`src/rtl/asc_pkg.sv`:
```
package asc_pkg;
  localparam int unsigned OFS_STATUS  = 'h20;
  localparam int unsigned OFS_SNAP_LO = 'h38;
  localparam int unsigned OFS_SNAP_HI = 'h3C;
  localparam int unsigned FLAG_BIT    = 0;

  typedef enum logic [1:0] {
    SEL_NONE,
    SEL_STATUS,
    SEL_LO,
    SEL_HI
  } reg_sel_e;
endpackage

```
`src/rtl/asc_sync.sv`:
```
module asc_sync #(
  parameter int unsigned STAGES = 2
) (
  input  logic clk,
  input  logic rst_n,
  input  logic d_async,
  output logic q_o
);
  for (genvar g = 0; g < STAGES; g++) begin : g_stage
    logic stage_q;
    if (g == 0) begin : g_first
      always_ff @(posedge clk or negedge rst_n) begin
        if (!rst_n) stage_q <= 1'b0;
        else        stage_q <= d_async;
      end
    end else begin : g_next
      always_ff @(posedge clk or negedge rst_n) begin
        if (!rst_n) stage_q <= 1'b0;
        else        stage_q <= g_stage[g-1].stage_q;
      end
    end
  end

  assign q_o = g_stage[STAGES-1].stage_q;
endmodule

```
`src/rtl/asc_edge.sv`:
```
module asc_edge (
  input  logic clk,
  input  logic rst_n,
  input  logic lvl_i,
  output logic rise_o
);
  logic prev_q;

  always_ff @(posedge clk or negedge rst_n) begin
    if (!rst_n) prev_q <= 1'b0;
    else        prev_q <= lvl_i;
  end

  assign rise_o = lvl_i & ~prev_q;
endmodule

```
`src/rtl/asc_snap_regs.sv`:
```
module asc_snap_regs #(
  parameter int unsigned TIME_W = 64
) (
  input  logic              clk,
  input  logic              rst_n,
  input  logic              rise_i,
  input  logic              clr_i,
  input  logic [TIME_W-1:0] time_i,
  output logic [TIME_W-1:0] snap_o,
  output logic              flag_o
);
  logic              flag_q;
  logic [TIME_W-1:0] snap_q;
  logic              take;

  // a pending clear blocks capture on the same edge
  assign take = rise_i & ~flag_q & ~clr_i;

  always_ff @(posedge clk or negedge rst_n) begin
    if (!rst_n) begin
      flag_q <= 1'b0;
    end else if (clr_i) begin
      flag_q <= 1'b0;
    end else if (take) begin
      flag_q <= 1'b1;
    end
  end

  always_ff @(posedge clk or negedge rst_n) begin
    if (!rst_n)    snap_q <= '0;
    else if (take) snap_q <= time_i;
  end

  assign snap_o = snap_q;
  assign flag_o = flag_q;
endmodule

```
`src/rtl/asc_regif.sv`:
```
module asc_regif
  import asc_pkg::*;
#(
  parameter int unsigned DATA_W = 32,
  parameter int unsigned ADDR_W = 8
) (
  input  logic [ADDR_W-1:0]   addr_i,
  input  logic                wr_en_i,
  input  logic [DATA_W-1:0]   wdata_i,
  input  logic [2*DATA_W-1:0] snap_i,
  input  logic                flag_i,
  output logic [DATA_W-1:0]   rdata_o,
  output logic                clr_o
);
  reg_sel_e sel;
  logic     wdata_unused;

  always_comb begin
    if (addr_i == ADDR_W'(OFS_STATUS))       sel = SEL_STATUS;
    else if (addr_i == ADDR_W'(OFS_SNAP_LO)) sel = SEL_LO;
    else if (addr_i == ADDR_W'(OFS_SNAP_HI)) sel = SEL_HI;
    else                                     sel = SEL_NONE;
  end

  always_comb begin
    rdata_o = '0;
    case (sel)
      SEL_STATUS: rdata_o[FLAG_BIT] = flag_i;
      SEL_LO:     rdata_o = snap_i[DATA_W-1:0];
      SEL_HI:     rdata_o = snap_i[2*DATA_W-1:DATA_W];
      default:    rdata_o = '0;
    endcase
  end

  assign clr_o        = wr_en_i && (sel == SEL_STATUS) && wdata_i[FLAG_BIT];
  assign wdata_unused = ^wdata_i;
endmodule

```
`src/rtl/aux_snap_capture.sv`:
```
module aux_snap_capture
  import asc_pkg::*;
#(
  parameter int unsigned DATA_W      = 32,
  parameter int unsigned ADDR_W      = 8,
  parameter int unsigned SYNC_STAGES = 2
) (
  input  logic                clk,
  input  logic                rst_n,
  input  logic                evt_async_i,
  input  logic [2*DATA_W-1:0] sys_time_i,
  input  logic                reg_wr_en_i,
  input  logic [ADDR_W-1:0]   reg_addr_i,
  input  logic [DATA_W-1:0]   reg_wdata_i,
  output logic [DATA_W-1:0]   reg_rdata_o,
  output logic                snap_flag_o
);
  localparam int unsigned TIME_W = 2 * DATA_W;

  logic              evt_sync;
  logic              evt_rise;
  logic              sw_clr;
  logic [TIME_W-1:0] snap_q;
  logic              flag;

  asc_sync #(.STAGES(SYNC_STAGES)) sync_i (
    .clk     (clk),
    .rst_n   (rst_n),
    .d_async (evt_async_i),
    .q_o     (evt_sync)
  );

  asc_edge edge_i (
    .clk    (clk),
    .rst_n  (rst_n),
    .lvl_i  (evt_sync),
    .rise_o (evt_rise)
  );

  asc_snap_regs #(.TIME_W(TIME_W)) snap_i (
    .clk    (clk),
    .rst_n  (rst_n),
    .rise_i (evt_rise),
    .clr_i  (sw_clr),
    .time_i (sys_time_i),
    .snap_o (snap_q),
    .flag_o (flag)
  );

  asc_regif #(.DATA_W(DATA_W), .ADDR_W(ADDR_W)) regif_i (
    .addr_i  (reg_addr_i),
    .wr_en_i (reg_wr_en_i),
    .wdata_i (reg_wdata_i),
    .snap_i  (snap_q),
    .flag_i  (flag),
    .rdata_o (reg_rdata_o),
    .clr_o   (sw_clr)
  );

  assign snap_flag_o = flag;
endmodule

```
`config.mk`:
```
export PLATFORM = sky130hd
export DESIGN_NAME = aux_snap_capture
export DESIGN_NICKNAME = d
export VERILOG_FILES = /design/src/rtl/asc_pkg.sv /design/src/rtl/asc_sync.sv /design/src/rtl/asc_edge.sv /design/src/rtl/asc_snap_regs.sv /design/src/rtl/asc_regif.sv /design/src/rtl/aux_snap_capture.sv
export SDC_FILE = /design/constraint.sdc
export NUM_CORES = 1
export LEC_CHECK = 0
export ABC_AREA = 1
export BUFFER_PORTS_ARGS = -buffer_cell sky130_fd_sc_hd__clkbuf_2
export CORE_MARGIN = 4
export CORE_UTILIZATION = 52
export CTS_BUF_LIST = sky130_fd_sc_hd__clkbuf_16
export CTS_CLUSTER_DIAMETER = 200
export DETAILED_ROUTE_END_ITERATION = 12
export GPL_TIMING_DRIVEN = 1
export HOLD_SLACK_MARGIN = 0.03
export PLACE_DENSITY_LB_ADDON = 0.05
export SYNTH_ARGS = -nofsm -noshare
export SYNTH_HDL_FRONTEND = slang
export SYNTH_SLANG_ARGS = --single-unit
```
`constraint.sdc`:
```
create_clock -name clk -period 3.05 [get_ports clk]
set_clock_uncertainty 0.1 [all_clocks]
set_input_delay 0.1525 -clock clk [delete_from_list [all_inputs] [get_ports clk]]
set_output_delay 0.1525 -clock clk [all_outputs]
set_load 0.02 [all_outputs]
```
==> impl_metrics.py <==
metrics = {
    "critical_path": {
        "cp_cell_sequence": "clkbuf_2 > inv_2 > nand2_1 > nor3_4 > buf_4 > nand3_1 > nand2_1 > clkbuf_2",
        "critPathLaunchType": "input pin",
        "worst_r2r_endpoint": "snap_i.snap_o[6]$_DFFE_PN0P_",
        "r2r_slack_ns": 1.26,
        "reg2regPathDepth": 4,
        "arrival_ns": 1.76,
        "criticalPathCategory": "input pin to output port",
        "worstPathRequired_ns": 2.80,
        "crit_path_end_kind": "output port",
        "crit_path_start": "reg_addr_i[0]",
        "crit_path_max_fanout": 21,
        "critPathMaxStageDelay_ns": 0.64,
        "slowest_stage": "nor3_4",
        "rr_startpoint": "snap_i.flag_o$_DFFE_PN0P_",
    },
    "logic_synthesis": {
        "avgSynthCellArea_um2": 8.07,
        "synth-seq-cells": 68,
        "yosysWarnings": 0,
        "netlist_area_um2": 3350,
        "syn_nets": 523,
        "ys_seq_area_frac": 0.508,
        "synthDistinctLibCells": 17,
        "synthCells": 415,
    },
    "routing": {
        "ant_nets": 0,
        "post_drt_wl_per_cell_um": 14.7,
        "dr.first_iter.drc_count": 220,
        "viasPerCell": 5.16,
        "dr.pass1.iters": 5,
        "wl_mm": 9.63,
        "drc_errors": 0,
        "vias": 3383,
    },
    "layout": {
        "antenna_cells": 0,
        "final_cells": 655,
        "drive_above_1_share": 0.269,
        "area_growth_pct": 43.0,
        "final_nets": 683,
        "nFillCells": 456,
    },
    "floorplanning": {
        "ios": 141,
        "core_um2": 6100,
        "die_area_um2": 7790,
        "row_count": 28,
        "initial_core_util": 0.549,
        "die_y_um": 88.3,
        "dieWidth_um": 88.3,
    },
    "sta": {
        "clock.fmax_ghz": 0.497,
        "final_hold_viol_count": 0,
        "fin_setup_tns_ns": 0,
        "finalCritPeriodShare": 0.659,
        "drv_slew": 0,
        "setup-violations-final": 0,
        "period_minus_slack_ns": 2.01,
        "tightest_slew_ns": 0.790,
        "slew_headroom": 0.472,
        "rsz0062_at_grt": "false",
    },
    "placed_design": {
        "dp.cells": 573,
        "gp_congestion": 0.863,
        "io_buffers": 109,
        "dp_hpwl_mm": 5.70,
    },
    "clock_tree": {
        "clk_pin_slew_worst_paths_ns": 0.05,
        "clockBufferDepth": 2,
        "clk_latency_ns": 0.32,
        "clkSinkCount": 68,
        "post-cts-setup-buffers": 0,
        "cts_tree": "yes",
        "cts_root_buf": "clkbuf_16",
        "h-tree-depth": 3,
        "cts_buffers": 9,
    },
    "power_and_ir_drop": {
        "p_leak_nw": 2.64,
        "p_per_area_nw_per_um2": 591,
        "max-vdd-ir-drop_v": 0.000562,
    },
    "min_path": {
        "hold_class": "flop to flop",
        "hp-start": "sync_i.g_stage[0].stage_q$_DFF_PN0_",
        "whs_endpoint": "sync_i.q_o$_DFF_PN0_",
        "whs_path_depth": 0,
    },
    "grt": {
        "gr-total-overflow": 0,
        "first_global_vias": 3178,
        "grt_max_degree": 66,
        "antenna_found_initial": 0,
        "grt_use_total": 0.259,
        "grt_pass1_wl_mm": 15.5,
    },
    "run_status": {
        "status": "finished, final reports clean",
    },
    "run": {
        "maxCapViolations": 0,
    },
}
-- registers in the layout, summed over array words and instances, names as in the netlist --
register and flops:
edge_i.prev_q 1, snap_i.flag_o 1, snap_i.snap_o 64, sync_i.g_stage.stage_q 1, sync_i.q_o 1
-- per-stage QoR --
| step | instance area [µm²] | hold WS [ns] | power, mW | utilization | setup WS (ns) |
|---|---|---|---|---|---|
| after detailed placement | 3840 | 0.113 | 1.76 | 0.629 | 1.05 |
| after global placement | 3840 | 0.104 | 1.73 | 0.629 | 1.03 |
| after floorplan | 3350 | -0.243 | 1.60 | - | 1.62 |
| after global routing | 4790 | 0.254 | 3.00 | 0.786 | 0.921 |
| final | 4790 | 0.251 | 2.83 | 0.786 | 1.04 |
| after CTS | 4790 | 0.252 | 2.84 | 0.786 | 1.03 |
-- cells in the mapped netlist --
cell type,instances,area (µm²)
nand2_2,11,68.8
dfrtp_1,68,1700
inv_2,6,22.5
buf_4,6,45.0
nand3_4,1,17.5
nand2_4,1,11.3
nor3_2,1,10.0
buf_6,4,45.0
inv_1,2,7.51
nor3b_4,1,18.8
nor2_4,3,33.8
clkbuf_1,5,18.8
nor2_1,1,3.75
buf_12,1,20.0
nand3_1,130,651
nand2_1,157,589
buf_2,17,85.1
-- per-layer routing --
metal,global-route usage,vias up,wire [µm]
met3,0.0624,16,783
met4,0.0714,0,156
met1,0.366,1558,4060
met5,0,-,0
met2,0.404,147,4620
li1,-,1662,-
-- logic make-up (layout without fill, tap and decap cells) --
family        Yosys count  count (layout)  synth area share
simple gates          306             306             0.419
buf+inv                41             206            0.0728
flops                  68              68             0.508
-- placed cells by master (no fill, tap or decap) --
cell	Yosys	layout
nand2_4	1	1
clkinv_4	0	1
clkinvlp_4	0	2
nand3_1	130	130
nor3b_4	1	1
clkinv_1	0	1
clkbuf_2	0	108
inv_2	6	6
nor2_2	0	1
nand2_1	157	157
dfrtp_1	68	68
nand2_2	11	11
clkbuf_16	0	9
inv_1	2	2
clkinv_2	0	2
nor2_4	3	3
nand3_4	1	1
nor3_4	0	1
buf_4	6	7
bufinv_16	0	1
dlygate4sd3_1	0	66
buf_2	17	1
-- how the worst max path moves through the flow --
stage | slack (ns) | cells past startpoint | end
2_1_floorplan | 1.62 | 6 | snap_i.snap_o[10]$_DFFE_PN0P_
3_3_place_gp | 1.03 | 8 | reg_rdata_o[11]
3_5_place_dp | 1.05 | 8 | reg_rdata_o[26]
4_1_cts | 1.03 | 8 | reg_rdata_o[26]
5_1_grt | 0.92 | 8 | reg_rdata_o[26]
6_report | 1.04 | 8 | reg_rdata_o[26]
-- power breakdown --
group          internal [mW]  total (mW)  switching (mW)
Clock                  0.627        1.01           0.378
Sequential              1.19        1.37           0.176
Combinational          0.222       0.459           0.237
Total                   2.04        2.83           0.791
-- timing repair --
item                                   4_1_cts  5_1_grt
setup endpoints to repair                    0        0
endpoints found under the hold margin      133        0
gates resized for setup                      0        0
hold buffers                                66        0
-- critical path, delay by kind of cell --
family / cells / cell delay, ns
AND/OR/NAND/NOR: 4 / 0.98
buffers and inverters: 4 / 0.61
-- layout make-up --
class                      count  area (µm²)  share of cell area
inverter                       8        30.0             0.00627
clock inverter                 7        67.6              0.0141
multi-input combinational    306        1410               0.295
timing repair buffer         182        1260               0.263
sequential                    68        1700               0.355
tap                           75        93.8              0.0196
clock buffer                   9         225              0.0470
Note: power is estimated with default switching activity, not from simulation.
